--- src/rtl/srl_pkg.sv ---
package srl_pkg;
  localparam int unsigned ROM_ADDR_W = 16;
  localparam int unsigned ROM_DATA_W = 8;
  localparam int unsigned LANE_SEL_W = $clog2(ROM_DATA_W);
  localparam int unsigned RST_STAGES = 2;

  typedef logic [ROM_ADDR_W-1:0] rom_addr_t;
  typedef logic [ROM_DATA_W-1:0] rom_byte_t;
  typedef logic [LANE_SEL_W-1:0] lane_t;
endpackage

--- src/rtl/srl_rst_sync.sv ---
// Asynchronous assert, synchronous release of the active-low reset.
module srl_rst_sync #(
  parameter int unsigned STAGES = 2
) (
  input  logic clk,
  input  logic rst_n,
  output logic run_n
);
  logic [STAGES-1:0] chain_q;
  logic [STAGES-1:0] chain_d;

  always_comb begin
    chain_d = {chain_q[STAGES-2:0], 1'b1};
  end

  always_ff @(posedge clk or negedge rst_n) begin
    if (!rst_n) chain_q <= '0;
    else        chain_q <= chain_d;
  end

  assign run_n = chain_q[STAGES-1];
endmodule

--- src/rtl/srl_addr_ctr.sv ---
// Wrapping address counter: next-state logic and register kept apart.
module srl_addr_ctr #(
  parameter int unsigned WIDTH = 16
) (
  input  logic             clk,
  input  logic             rst_n,
  input  logic             cnt_en,
  output logic [WIDTH-1:0] addr
);
  logic [WIDTH-1:0] addr_q;
  logic [WIDTH-1:0] addr_d;

  // Natural modulo-2^WIDTH arithmetic gives the silent wrap.
  always_comb begin
    addr_d = addr_q;
    if (cnt_en) addr_d = addr_q + {{(WIDTH-1){1'b0}}, 1'b1};
  end

  always_ff @(posedge clk or negedge rst_n) begin
    if (!rst_n) addr_q <= '0;
    else        addr_q <= addr_d;
  end

  assign addr = addr_q;
endmodule

--- src/rtl/srl_lane_mux.sv ---
// One-hot decode of the lane, then an AND-OR reduction over the byte.
module srl_lane_mux #(
  parameter int unsigned LANES = 8,
  localparam int unsigned SEL_W = $clog2(LANES)
) (
  input  logic [LANES-1:0] data,
  input  logic [SEL_W-1:0] sel,
  output logic             bit_o
);
  logic [LANES-1:0] hot;
  logic [LANES-1:0] picked;

  for (genvar g = 0; g < LANES; g++) begin : g_lane
    assign hot[g]    = (sel == SEL_W'(g));
    assign picked[g] = hot[g] & data[g];
  end

  assign bit_o = |picked;
endmodule

--- src/rtl/serial_lane_rom_bridge.sv ---
module serial_lane_rom_bridge
  import srl_pkg::*;
(
  input  logic        clk,
  input  logic        rst_n,
  input  logic [2:0]  lane_sel,
  output logic [15:0] rom_addr,
  input  logic [7:0]  rom_data,
  output logic        sdo
);
  logic run_n;

  srl_rst_sync #(.STAGES(RST_STAGES)) u_rst (
    .clk   (clk),
    .rst_n (rst_n),
    .run_n (run_n)
  );

  srl_addr_ctr #(.WIDTH(ROM_ADDR_W)) u_ctr (
    .clk    (clk),
    .rst_n  (rst_n),
    .cnt_en (run_n),
    .addr   (rom_addr)
  );

  srl_lane_mux #(.LANES(ROM_DATA_W)) u_mux (
    .data  (rom_data),
    .sel   (lane_sel),
    .bit_o (sdo)
  );
endmodule

--- config.mk ---
export PLATFORM = sky130hd
export DESIGN_NAME = serial_lane_rom_bridge
export DESIGN_NICKNAME = d
export VERILOG_FILES = /design/src/rtl/srl_pkg.sv /design/src/rtl/srl_rst_sync.sv /design/src/rtl/srl_addr_ctr.sv /design/src/rtl/srl_lane_mux.sv /design/src/rtl/serial_lane_rom_bridge.sv
export SDC_FILE = /design/constraint.sdc
export NUM_CORES = 1
export LEC_CHECK = 0
export ABC_AREA = 0
export CAP_MARGIN = 20
export CELL_PAD_IN_SITES_DETAIL_PLACEMENT = 1
export CELL_PAD_IN_SITES_GLOBAL_PLACEMENT = 1
export CORE_ASPECT_RATIO = 1.25
export CORE_MARGIN = 8
export CORE_UTILIZATION = 46
export DETAILED_ROUTE_END_ITERATION = 16
export DONT_BUFFER_PORTS = 1
export HOLD_SLACK_MARGIN = 0.03
export PLACE_DENSITY_LB_ADDON = 0.25
export SYNTH_ARGS = -nofsm -noshare
export SYNTH_HDL_FRONTEND = slang
export SYNTH_SLANG_ARGS = --single-unit
export TNS_END_PERCENT = 1
--- constraint.sdc ---
create_clock -name clk -period 1.6 [get_ports clk]
set_input_delay 0.32 -clock clk [delete_from_list [all_inputs] [get_ports clk]]
set_output_delay 0.32 -clock clk [all_outputs]
set_load 0.005 [all_outputs]
# Word-level counts from Yosys, hierarchy flattened
# Index checks and enable logic that the tools add are counted.
# Widths: inputs -> output; s select.
[classes]
n_bitwise = 8
add_sub_neg = 1
n_eq_ne = 7
reduce_logical = 2
[ops]
columns = ["cell", "n"]
rows = [
  ["$add 16x1->16 const B", 1],
  ["$eq 3x3->1 const B", 4],
  ["$and 1x1->1", 8],
  ["$reduce_or 8->1", 1],
  ["$eq 3x2->1 const B", 2],
  ["$eq 3x1->1 const B", 1],
  ["$logic_not 3->1", 1],
]
[totals]
output_inout_bits = 17
inputBits = 13
wordCells = 20
ff_bits = 18

# Depth between registers and ports, before layout
[depth]
word_depth = 3
ltp_mapped = 4
depth_no_buf = 4

# Cells and area by module
# Synthesis repeated with hierarchy kept, for this count alone.
[unflattened]
hier_cells = 62
hier_area_um2 = 813.3
[modules_own_cells]
columns = ["mod", "area_each_um2", "instances", "cells_per_inst", "seq_area_each_um2"]
rows = [
  ["srl_addr_ctr", 695.7, 1, 56, 400.4],
  ["srl_lane_mux", 63.8, 1, 3, 0.0],
  ["srl_rst_sync", 53.8, 1, 3, 50.0],
]

# Worst setup path before layout
# Ideal clock, no wire load.
[synth_path]
path_type = "input to output"
from = "in lane_sel[0]"
to = "out sdo"
cell_stages = 2
path_buffers = 0
t_required_ps = 1280
slack_ps = 228
arrival_time_ps = 1052
path_cell_list = "mux4_2 > mux2_2"
[synth_via]
elab_chain_cells = 3
elab_cells_between_ends = 17
cone_classes = "7 x eq/ne; 8 x bitwise; 2 x reduce/logical"
[synth_rtl]
columns = ["element", "line", "source"]
rows = [
  ["from (decl)", "serial_lane_rom_bridge.sv:6", "input logic [2:0] lane_sel,"],
  ["$eq 3x1->1 (tied with other cells)", "srl_lane_mux.sv:14", "assign hot[g] = (sel == SEL_W'(g));"],
  ["$and 1x1->1", "srl_lane_mux.sv:15", "assign picked[g] = hot[g] & data[g];"],
  ["$reduce_or 8->1 *", "srl_lane_mux.sv:18", "assign bit_o = |picked;"],
  ["to (decl)", "serial_lane_rom_bridge.sv:9", "output logic sdo"],
]
# Mark *: on every way between the ends. The rest lies on a longest branch, timed or not.

# Final worst setup path
[layout_path]
from = "reg u_ctr.addr_q[1], in the netlist u_ctr.addr[1]"
to = "reg u_ctr.addr_q[14], in the netlist u_ctr.addr[14]"
[layout_via]
elab_chain_cells = 1
[layout_rtl]
columns = ["element", "line", "source"]
rows = [
  ["from (decl)", "srl_addr_ctr.sv:10", "logic [WIDTH-1:0] addr_q;"],
  ["from (signal assigned)", "srl_addr_ctr.sv:21", "else addr_q <= addr_d;"],
  ["$add 16x1->16", "srl_addr_ctr.sv:16", "if (cnt_en) addr_d = addr_q + {{(WIDTH-1){1'b0}}, 1'b1};"],
]
# Every way passes these cells.
# A chain may end at the register's enable or synchronous reset.

==> results.json <==
{
  "crit_type": "reg2reg",
  "ir_worst_vdd_v": 0.0007486,
  "drc": 0,
  "maxClockFrequency_ghz": 0.7077,
  "area_growth_syn_to_layout_pct": 9.051,
  "syn_nets": 79,
  "layout.cells.most_common": "sky130_fd_sc_hd__dfrtp_1",
  "worst_slew_margin_relative_to_its_limit_pct": 47.67,
  "critPathArrivalTime_ns": 1.64,
  "cts_inserted_buffers": 3,
  "max_stage_delay_cell_worst_path": "sky130_fd_sc_hd__dfrtp_1",
  "design.core.area_sq_um": 1765,
  "cts-root-to-sink-buffers": 2,
  "clock_sinks": 18,
  "clk_root_buffer_cell": "sky130_fd_sc_hd__clkbuf_4",
  "placedInstanceArea_sq_um": 888.4,
  "synth.avg_cell_area_sq_um": 13.19,
  "timing.critical_path.fanout_max": 4,
  "drt.antenna.violating_nets": 0,
  "start_util_pct": 48.55,
  "most_frequent_cells_in_the_layout": "18 x sky130_fd_sc_hd__dfrtp_1, 9 x sky130_fd_sc_hd__xor2_1, 6 x sky130_fd_sc_hd__xnor2_1, 5 x sky130_fd_sc_hd__nand2_1",
  "required_time_of_the_critical_path_ns": 1.83,
  "min_path_type": "reg2reg",
  "global_route.overflow_total": 0,
  "row_count": 17,
  "slew_violations": 0,
  "grt.total_usage_pct": 11.16,
  "gp_weighted_congestion": 0.7303,
  "timing.final.setup_violations": 0,
  "numPortBuffers": 0,
  "first_global_vias": 591,
  "grt_max_degree": 19,
  "clk-insertion-delay-late_ns": 0.30,
  "floorplan.die_area_sq_um": 3509,
  "total_power_mw": 1.218,
  "cell_area_after_synthesis_sq_um": 857.1,
  "yosysWarnings": 0,
  "synth-seq-cells": 18,
  "synth.distinct_cells": 17,
  "finish.net_count": 86,
  "period_share_pct": 88.32,
  "ctsResizeCount": 0,
  "synthesis.instances": 65,
  "max_cap_violations": 0,
  "crit_path_end_kind": "flop",
  "final_core_util_pct": 52.94,
  "die_y_um": 64.26,
  "antenna-diode-count": 0,
  "hold_viol": 0,
  "drive_above_1_share_pct": 22.54,
  "rsz_0062_raised_after_global_routing": "no",
  "finalWirelength_um": 1657,
  "dr.first_iter.drc_count": 5,
  "final.setup_skew_ns": 0.003064,
  "stdcell_area_sq_um": 934.6,
  "worst_path_dominant_cell_family": "flip-flops",
  "fin_crit_ns": 1.413,
  "final_total_negative_setup_slack_ns": 0,
  "synth.yosys.seq_area_share_pct": 52.55,
  "antenna_found_initial": 0,
  "cts_tree": "done",
  "detailed_place_hpwl_um": 1273,
  "layoutNonFillerInstCount": 90,
  "floorplan.die.width_um": 54.61,
  "vias": 515,
  "cts.reportedPaths.clkPinSlew_ns": 0.10,
  "pin_count": 30,
  "drt-pass1-iter-count": 4,
  "vias_per_cell": 5.722,
  "worst_pin_slew_ns": 0.7823,
  "ctsHtreeMaxLevel": 1,
  "leakagePower_nw": 0.4140,
  "worst_path_buffer_plus_inverter_count": 0,
  "critical-path-max-stage-delay_ns": 0.47,
  "wl_per_cell_um": 18.41,
  "place.detailed.instances": 85,
  "global_route_wire_length_before_repair_um": 2822,
  "run_status": "finished clean",
  "critical_path_cell_list": "ha_1 -> nand3_2 -> nor4_2 -> xor2_1",
  "powerDensity_nw_per_um2": 1303,
  "crit_path_start_kind": "flop"
}
[registers in the layout, indices dropped and copies added (netlist names)]
register and flops:
u_ctr.addr 16, u_rst.chain_q 2
[through the flow]
step,setup WS [ns],hold slack (ns)
2_1_floorplan,0.2277,0.02441
3_3_place_gp,0.2155,0.02494
3_5_place_dp,0.2042,0.02492
4_1_cts,0.1717,0.3654
5_1_grt,0.05811,0.3687
6_report,0.1869,0.3621
[final timing paths]
| path | slack (ns) | startpoint | cells after the start | end |
|---|---|---|---|---|
| max in group asynchronous | 0.59 | rst_n | 1 | u_ctr.addr[12] |
| min reg2reg | 0.36 | u_rst.chain_q[0] | 0 | u_rst.chain_q[1] |
| min | 0.36 | u_rst.chain_q[0] | 0 | u_rst.chain_q[1] |
| max reg2reg | 0.19 | u_ctr.addr[1] | 4 | u_ctr.addr[14] |
| min in group asynchronous | 0.53 | rst_n | 1 | u_ctr.addr[6] |
| max | 0.19 | u_ctr.addr[1] | 4 | u_ctr.addr[14] |
[layout make-up]
cell class                      count  area (sq um)
Fill cell                         175         830.8
Sequential cell                    18         450.4
Multi-Input combinational cell     45         399.1
Clock buffer                        4         36.28
Tap cell                           19         23.77
Timing Repair Buffer                2         17.52
Inverter                            2         7.507
[metal layers]
| metal | GRT usage [%] | share of wire, % |
|---|---|---|
| met1 | 10.97 | 36 |
| met2 | 16.90 | 51 |
| met3 | 6.019 | 9.7 |
| met4 | 8.025 | 3.1 |
| met5 | 0 | 0 |
[worst register-to-register path: stages, from the launching register on]
cell                      delay (ns)
sky130_fd_sc_hd__dfrtp_1        0.47
sky130_fd_sc_hd__ha_1           0.25
sky130_fd_sc_hd__nand3_2        0.13
sky130_fd_sc_hd__nor4_2         0.32
sky130_fd_sc_hd__xor2_1         0.17
[where the power goes]
group / internal, mW / switching, mW
Clock: 0.139 / 0.145
Sequential: 0.539 / 0.161
Combinational: 0.125 / 0.109
[kinds of logic (layout without fill, tap and decap cells)]
family	after synthesis	after routing	synth area share [%]
and+or+nand+nor	24	24	21.46
other	1	1	0.4375
DFF	18	18	52.55
adders and majority gates	1	1	1.460
buffers and inverters	2	8	0.8762
xor gates and xnor gates	15	15	15.33
muxes	4	4	7.883
[Yosys cell counts]
cell type,n,area (sq um)
sky130_fd_sc_hd__nand3_1,2,10.01
sky130_fd_sc_hd__conb_1,1,3.750
sky130_fd_sc_hd__ha_1,1,12.51
sky130_fd_sc_hd__and3_1,1,6.260
sky130_fd_sc_hd__mux2_2,2,22.52
sky130_fd_sc_hd__nand4_1,3,18.77
sky130_fd_sc_hd__nand4_4,2,42.54
sky130_fd_sc_hd__xor2_1,9,78.83
sky130_fd_sc_hd__dfrtp_1,18,450.4
sky130_fd_sc_hd__inv_1,2,7.510
sky130_fd_sc_hd__nor3_1,4,20.02
sky130_fd_sc_hd__nand2_1,5,18.77
sky130_fd_sc_hd__mux4_2,2,45.04
sky130_fd_sc_hd__nor4_2,4,50.05
sky130_fd_sc_hd__xnor2_1,6,52.55
sky130_fd_sc_hd__nand3_2,1,10.01
sky130_fd_sc_hd__nor2_1,2,7.510
[timing repair]
action	4_1_cts	5_1_grt
hold endpoints to repair	18	0
buffers inserted	0	0
hold buffers	1	0
(Power assumes the default switching activity.)
